--- src/rtl/fpst_pkg.sv ---
package fpst_pkg;
  localparam int unsigned WORD_W    = 32;
  localparam int unsigned NUM_EXC   = 5;
  localparam int unsigned ENA_LSB   = 0;
  localparam int unsigned FLAG_LSB  = 8;
  localparam int unsigned RND_LSB   = 16;
  localparam int unsigned FLUSH_BIT = 20;
  localparam int unsigned RND_W     = 2;
  localparam int unsigned NUM_RND   = 1 << RND_W;

  typedef enum logic [RND_W-1:0] {
    RND_NEAREST = 2'd0,
    RND_ZERO    = 2'd1,
    RND_POS     = 2'd2,
    RND_NEG     = 2'd3
  } rnd_mode_e;
endpackage

--- src/rtl/fpst_ctrl_decode.sv ---
module fpst_ctrl_decode
  import fpst_pkg::*;
(
  input  logic [RND_W-1:0]   rnd_field_i,
  input  logic               flush_bit_i,
  output logic [NUM_RND-1:0] rnd_sel_o,
  output logic               flush_res_o,
  output logic               flush_in_o
);
  rnd_mode_e mode;
  assign mode = rnd_mode_e'(rnd_field_i);

  for (genvar g = 0; g < NUM_RND; g++) begin : g_rnd
    assign rnd_sel_o[g] = (mode == rnd_mode_e'(g));
  end

  // one control bit gates both flush paths
  assign flush_res_o = flush_bit_i;
  assign flush_in_o  = flush_bit_i;
endmodule

--- src/rtl/fpst_exc_merge.sv ---
module fpst_exc_merge #(
  parameter int unsigned NUM_EXC = 5
) (
  input  logic [NUM_EXC-1:0] exc_i,
  input  logic [NUM_EXC-1:0] ena_i,
  input  logic [NUM_EXC-1:0] flags_i,
  output logic [NUM_EXC-1:0] flags_o,
  output logic               hit_o
);
  logic [NUM_EXC-1:0] hit_vec;

  for (genvar g = 0; g < NUM_EXC; g++) begin : g_exc
    assign flags_o[g] = flags_i[g] | exc_i[g];
    assign hit_vec[g] = exc_i[g] & ena_i[g];
  end

  assign hit_o = |hit_vec;
endmodule

--- src/rtl/fpst_word_reg.sv ---
module fpst_word_reg #(
  parameter int unsigned WORD_W   = 32,
  parameter int unsigned NUM_EXC  = 5,
  parameter int unsigned FLAG_LSB = 8
) (
  input  logic              clk_i,
  input  logic              rst_ni,
  input  logic              we_i,
  input  logic [WORD_W-1:0] wdata_i,
  input  logic              upd_i,
  input  logic [WORD_W-1:0] upd_data_i,
  output logic [WORD_W-1:0] word_o
);
  logic [WORD_W-1:0] word_q;

  // software write has priority over an operation update
  always_ff @(posedge clk_i or negedge rst_ni) begin
    if (!rst_ni)      word_q <= '0;
    else if (we_i)    word_q <= wdata_i;
    else if (upd_i)   word_q <= upd_data_i;
  end

  assign word_o = word_q;

  p_write_wins_r9: assert property (@(posedge clk_i) disable iff (!rst_ni)
    we_i |=> word_q == $past(wdata_i));

  p_flags_sticky_r4: assert property (@(posedge clk_i) disable iff (!rst_ni)
    !we_i |=> (word_q[FLAG_LSB+:NUM_EXC] & $past(word_q[FLAG_LSB+:NUM_EXC]))
              == $past(word_q[FLAG_LSB+:NUM_EXC]));

  p_idle_stable_r5: assert property (@(posedge clk_i) disable iff (!rst_ni)
    (!we_i && !upd_i) |=> $stable(word_q));
endmodule

--- src/rtl/fp_status_trap_unit.sv ---
module fp_status_trap_unit
  import fpst_pkg::*;
#(
  parameter int unsigned P_WORD_W   = fpst_pkg::WORD_W,
  parameter int unsigned P_NUM_EXC  = fpst_pkg::NUM_EXC,
  parameter int unsigned P_ENA_LSB  = fpst_pkg::ENA_LSB,
  parameter int unsigned P_FLAG_LSB = fpst_pkg::FLAG_LSB
) (
  input  logic                 clk_i,
  input  logic                 rst_ni,
  input  logic                 sw_we_i,
  input  logic [P_WORD_W-1:0]  sw_wdata_i,
  output logic [P_WORD_W-1:0]  sw_rdata_o,
  input  logic                 op_done_i,
  input  logic [P_NUM_EXC-1:0] op_exc_i,
  output logic [NUM_RND-1:0]   rnd_sel_o,
  output logic                 flush_res_o,
  output logic                 flush_in_o,
  output logic                 trap_o
);
  logic [P_WORD_W-1:0]  word;
  logic [P_WORD_W-1:0]  upd_word;
  logic [P_NUM_EXC-1:0] new_flags;
  logic                 hit;
  logic                 upd;
  logic                 trap_q;

  fpst_ctrl_decode u_dec (
    .rnd_field_i (word[RND_LSB+:RND_W]),
    .flush_bit_i (word[FLUSH_BIT]),
    .rnd_sel_o   (rnd_sel_o),
    .flush_res_o (flush_res_o),
    .flush_in_o  (flush_in_o)
  );

  fpst_exc_merge #(.NUM_EXC(P_NUM_EXC)) u_merge (
    .exc_i   (op_exc_i),
    .ena_i   (word[P_ENA_LSB+:P_NUM_EXC]),
    .flags_i (word[P_FLAG_LSB+:P_NUM_EXC]),
    .flags_o (new_flags),
    .hit_o   (hit)
  );

  always_comb begin
    upd_word = word;
    upd_word[P_FLAG_LSB+:P_NUM_EXC] = new_flags;
  end

  // a clean completion writes nothing
  assign upd = op_done_i & (|op_exc_i);

  fpst_word_reg #(
    .WORD_W   (P_WORD_W),
    .NUM_EXC  (P_NUM_EXC),
    .FLAG_LSB (P_FLAG_LSB)
  ) u_reg (
    .clk_i      (clk_i),
    .rst_ni     (rst_ni),
    .we_i       (sw_we_i),
    .wdata_i    (sw_wdata_i),
    .upd_i      (upd),
    .upd_data_i (upd_word),
    .word_o     (word)
  );

  always_ff @(posedge clk_i or negedge rst_ni) begin
    if (!rst_ni) trap_q <= 1'b0;
    else         trap_q <= op_done_i & ~sw_we_i & hit;
  end

  assign trap_o     = trap_q;
  assign sw_rdata_o = word;

  p_trap_cause_r6: assert property (@(posedge clk_i) disable iff (!rst_ni)
    trap_o |-> $past(op_done_i && !sw_we_i));

  p_trap_taken_r6: assert property (@(posedge clk_i) disable iff (!rst_ni)
    (op_done_i && !sw_we_i && |(op_exc_i & sw_rdata_o[P_ENA_LSB+:P_NUM_EXC])) |=> trap_o);

  p_collide_quiet_r9: assert property (@(posedge clk_i) disable iff (!rst_ni)
    sw_we_i |=> !trap_o);

  p_flush_follows_r7: assert property (@(posedge clk_i) disable iff (!rst_ni)
    sw_we_i |=> (flush_res_o == $past(sw_wdata_i[FLUSH_BIT])) && (flush_in_o == flush_res_o));
endmodule

--- config.mk ---
export PLATFORM = sky130hd
export DESIGN_NAME = fp_status_trap_unit
export DESIGN_NICKNAME = d
export VERILOG_FILES = /design/src/rtl/fpst_pkg.sv /design/src/rtl/fpst_ctrl_decode.sv /design/src/rtl/fpst_exc_merge.sv /design/src/rtl/fpst_word_reg.sv /design/src/rtl/fp_status_trap_unit.sv
export SDC_FILE = /design/constraint.sdc
export NUM_CORES = 1
export LEC_CHECK = 0
export BUFFER_PORTS_ARGS = -buffer_cell sky130_fd_sc_hd__buf_2
export CAP_MARGIN = 25
export CORE_UTILIZATION = 41
export DETAILED_ROUTE_END_ITERATION = 8
export GPL_ROUTABILITY_DRIVEN = 0
export PLACE_DENSITY = 0.77
export SLEW_MARGIN = 25
export SYNTH_ARGS = -nofsm -noshare
export SYNTH_HDL_FRONTEND = slang
export SYNTH_HIERARCHICAL = 1
export SYNTH_SLANG_ARGS = --single-unit
--- constraint.sdc ---
create_clock -name clk_i -period 1 [get_ports clk_i]
set_input_delay 0 -clock clk_i [delete_from_list [all_inputs] [get_ports clk_i]]
set_output_delay 0 -clock clk_i [all_outputs]
set_load 0.05 [all_outputs]
==> impl_metrics.py <==
metrics = {
    "placed_design": {
        "numPortBuffers": 79,
        "dp.cells": 284,
        "dp_hpwl_mm": 2.503,
        "dp_slack_ns": -0.4162,
    },
    "floorplanning": {
        "dieArea_sq_um": 4302,
        "ioPinCount": 80,
        "core_area_sq_um": 3771,
        "die_h_um": 65.59,
        "die_width_um": 65.59,
        "start_util_pct": 43.96,
        "std_cell_rows": 22,
    },
    "outcome": {
        "failed_checks": "negative setup slack",
        "status": "complete, but fails checks",
    },
    "global_routing": {
        "overflow": 0,
        "grt_pass1_vias": 1586,
        "grt_pass1_wl_mm": 6.989,
        "antenna_found_initial": 0,
        "grt_max_degree": 33,
        "grt_util_all_layers_pct": 21.97,
    },
    "timing": {
        "skew_ns": 0.01112,
        "hold_viol_final": 0,
        "setup_ws_ns": -0.1554,
        "max_freq_ghz": 0.8655,
        "rsz0062_at_grt": "yes",
        "timing.slew.headroom_pct": 75.05,
        "maxSlewViolCount": 0,
        "fin_crit_sh_pct": 115.5,
        "worstMarginPinSlew_ns": 0.3742,
        "setup-tns-final_ns": -4.430,
        "setup_viol": 37,
        "hold_ws_ns": 0.06351,
        "min_period_ns": 1.155,
    },
    "yosys": {
        "synth-edff-count": 0,
        "synth_cells": 157,
        "yosysTopAreaCellShare_pct": 49.81,
        "synth_cell_types": 20,
        "synth_commonest_cells": "33 x dfrtp_1, 33 x nand2_1, 32 x mux2i_1",
        "synth.yosys.warnings": 6,
        "yosysTopAreaCell": "dfrtp_1",
        "yosysSeqAreaShare_pct": 49.81,
        "syn-num-nets": 198,
        "async_reset_ff_share_pct": 100.0,
        "synthFlopType": "dfrtp_1",
        "ys_seq_elements": 33,
        "synth_area_leaders": "dfrtp_1 50%, mux2i_1 19%, o21ai_1 8.5%",
        "netlist_area_sq_um": 1658,
        "syn_avg_cell_area_sq_um": 10.56,
    },
    "clock_tree": {
        "cts_tree": "built",
        "cts_buffer_depth": 2,
        "h-tree-depth": 2,
        "clk_transition_reported_paths_ns": 0.07,
        "cts.sink_count": 33,
        "clk_latency_ns": 0.28,
        "root_buffer": "clkbuf_8",
        "cts_made_buffers": 5,
    },
    "pwr": {
        "p_leak_nw": 1.401,
        "ir_worst_vdd_mv": 0.8901,
        "power.density_nw_per_um2": 1479,
    },
    "setup_path": {
        "critPathRequiredTime_ns": 1.16,
        "end_kind": "register",
        "cp.arrival_ns": 1.31,
        "cp-start-kind": "input pin",
        "r2r_slack_ns": -0.11,
        "critPathKind": "input pin to register",
        "crit_fanout": 9,
    },
    "drt": {
        "num_vias": 1570,
        "vias_per_cell": 4.743,
        "drc": 0,
        "drt_pass1_iterations": 4,
        "wl_per_cell_um": 13.62,
        "drtIter0Drc": 53,
        "postRouteAntennaNets": 0,
        "routed_wl_mm": 4.508,
    },
    "flow_run": {
        "max_cap_viol_count": 0,
    },
    "finish": {
        "layout.nets": 323,
        "instances_no_fill": 331,
        "drive_above_1_share_pct": 41.70,
        "num-fill-cells": 254,
        "diodes": 0,
        "area_growth_pct": 68.45,
    },
    "min_path": {
        "worstHoldPathType": "input pin to register",
    },
}
-- worst paths after layout --
check | end | from | cells past startpoint
setup / recovery | u_reg/word_o[8] | op_exc_i[4] | 6
min in group asynchronous | u_reg/word_o[29] | rst_ni | 2
hold / removal | u_reg/word_o[0] | sw_we_i | 3
hold reg to reg | u_reg/word_o[23] | u_reg/word_o[23] | 2
setup reg to reg | trap_o | u_reg/word_o[3] | 3
max in group asynchronous | u_reg/word_o[4] | rst_ni | 3
-- layer usage --
metal  global-route usage (%)  routed length [um]
met1                    24.05                1815
met2                    39.43                2340
met3                    6.250                 191
met4                    8.967                 160
met5                        0                   0
-- area by class of cell --
cell class                 instances  area, sq um  share of cell area, %
timing repair buffer             131         1071                  38.35
sequential                        33        830.8                  29.75
multi-input combinational        111        749.5                  26.84
clock buffer                       7        76.32                  2.733
tap                               48        60.06                  2.151
clock inverter                     1        5.005                 0.1792
-- state kept, by name, indices dropped and copies added (netlist names) --
signal        cells
trap_o            1
u_reg/word_o     32
-- cells in the final DEF (no fill, tap or decap), types with 2 or more instances in the layout --
cell type      count
dfrtp_1           29
clkbuf_4           5
mux2i_1           29
buf_4             11
o21ai_2            2
buf_12             5
or2_1              5
buf_8              4
dlygate4sd3_1     34
o21ai_1           30
buf_2             62
clkbuf_8           5
clkbuf_1           2
buf_6              8
clkbuf_16          2
mux2i_2            3
dfrtp_2            4
nand2_1           33
-- metrics by stage --
| step | instance area [sq um] | total power, mW | util, % |
|---|---|---|---|
| 6_report | 2793 | 4.130 | 74.05 |
| 5_1_grt | 2793 | 4.339 | 74.05 |
| 4_1_cts | 2660 | 4.035 | 70.54 |
| 3_5_place_dp | 2168 | 2.932 | 57.50 |
| 3_3_place_gp | 2168 | 2.915 | 57.50 |
| 2_1_floorplan | 1673 | 2.564 | - |
-- what timing repair did --
item / 4_1_cts / 5_1_grt
setup buffers: 2 / 1
resized for setup: 19 / 23
pin swaps: 1 / 4
hold buffers: 34 / 0
endpoints found under the hold margin: 66 / 0
endpoints found under the setup margin: 41 / 45
cloned: 0 / 2
-- power breakdown --
group	internal (mW)	switching (mW)	leakage [nW]	total, mW
logic	0.623	0.970	0.962	1.59
registers	1.48	0.119	0.396	1.60
clock network	0.488	0.451	0.0422	0.939
total	2.59	1.54	1.40	4.13
-- critical path, cell delays in order --
cell	delay, ns
buf_6	0.09
or4_4	0.53
o21a_4	0.27
clkbuf_16	0.18
mux2i_1	0.16
o21ai_1	0.07
-- cell families (layout without fill, tap and decap cells) --
kind of cell | count (synthesis) | in the layout | synth area share [%]
and+or+nand+nor | 44 | 44 | 11.93
AOI/OAI and AO/OA | 35 | 35 | 11.62
buffers and inverters | 13 | 139 | 7.320
muxes | 32 | 32 | 19.32
DFF | 33 | 33 | 49.81
Power figures use the tool's default switching activity.
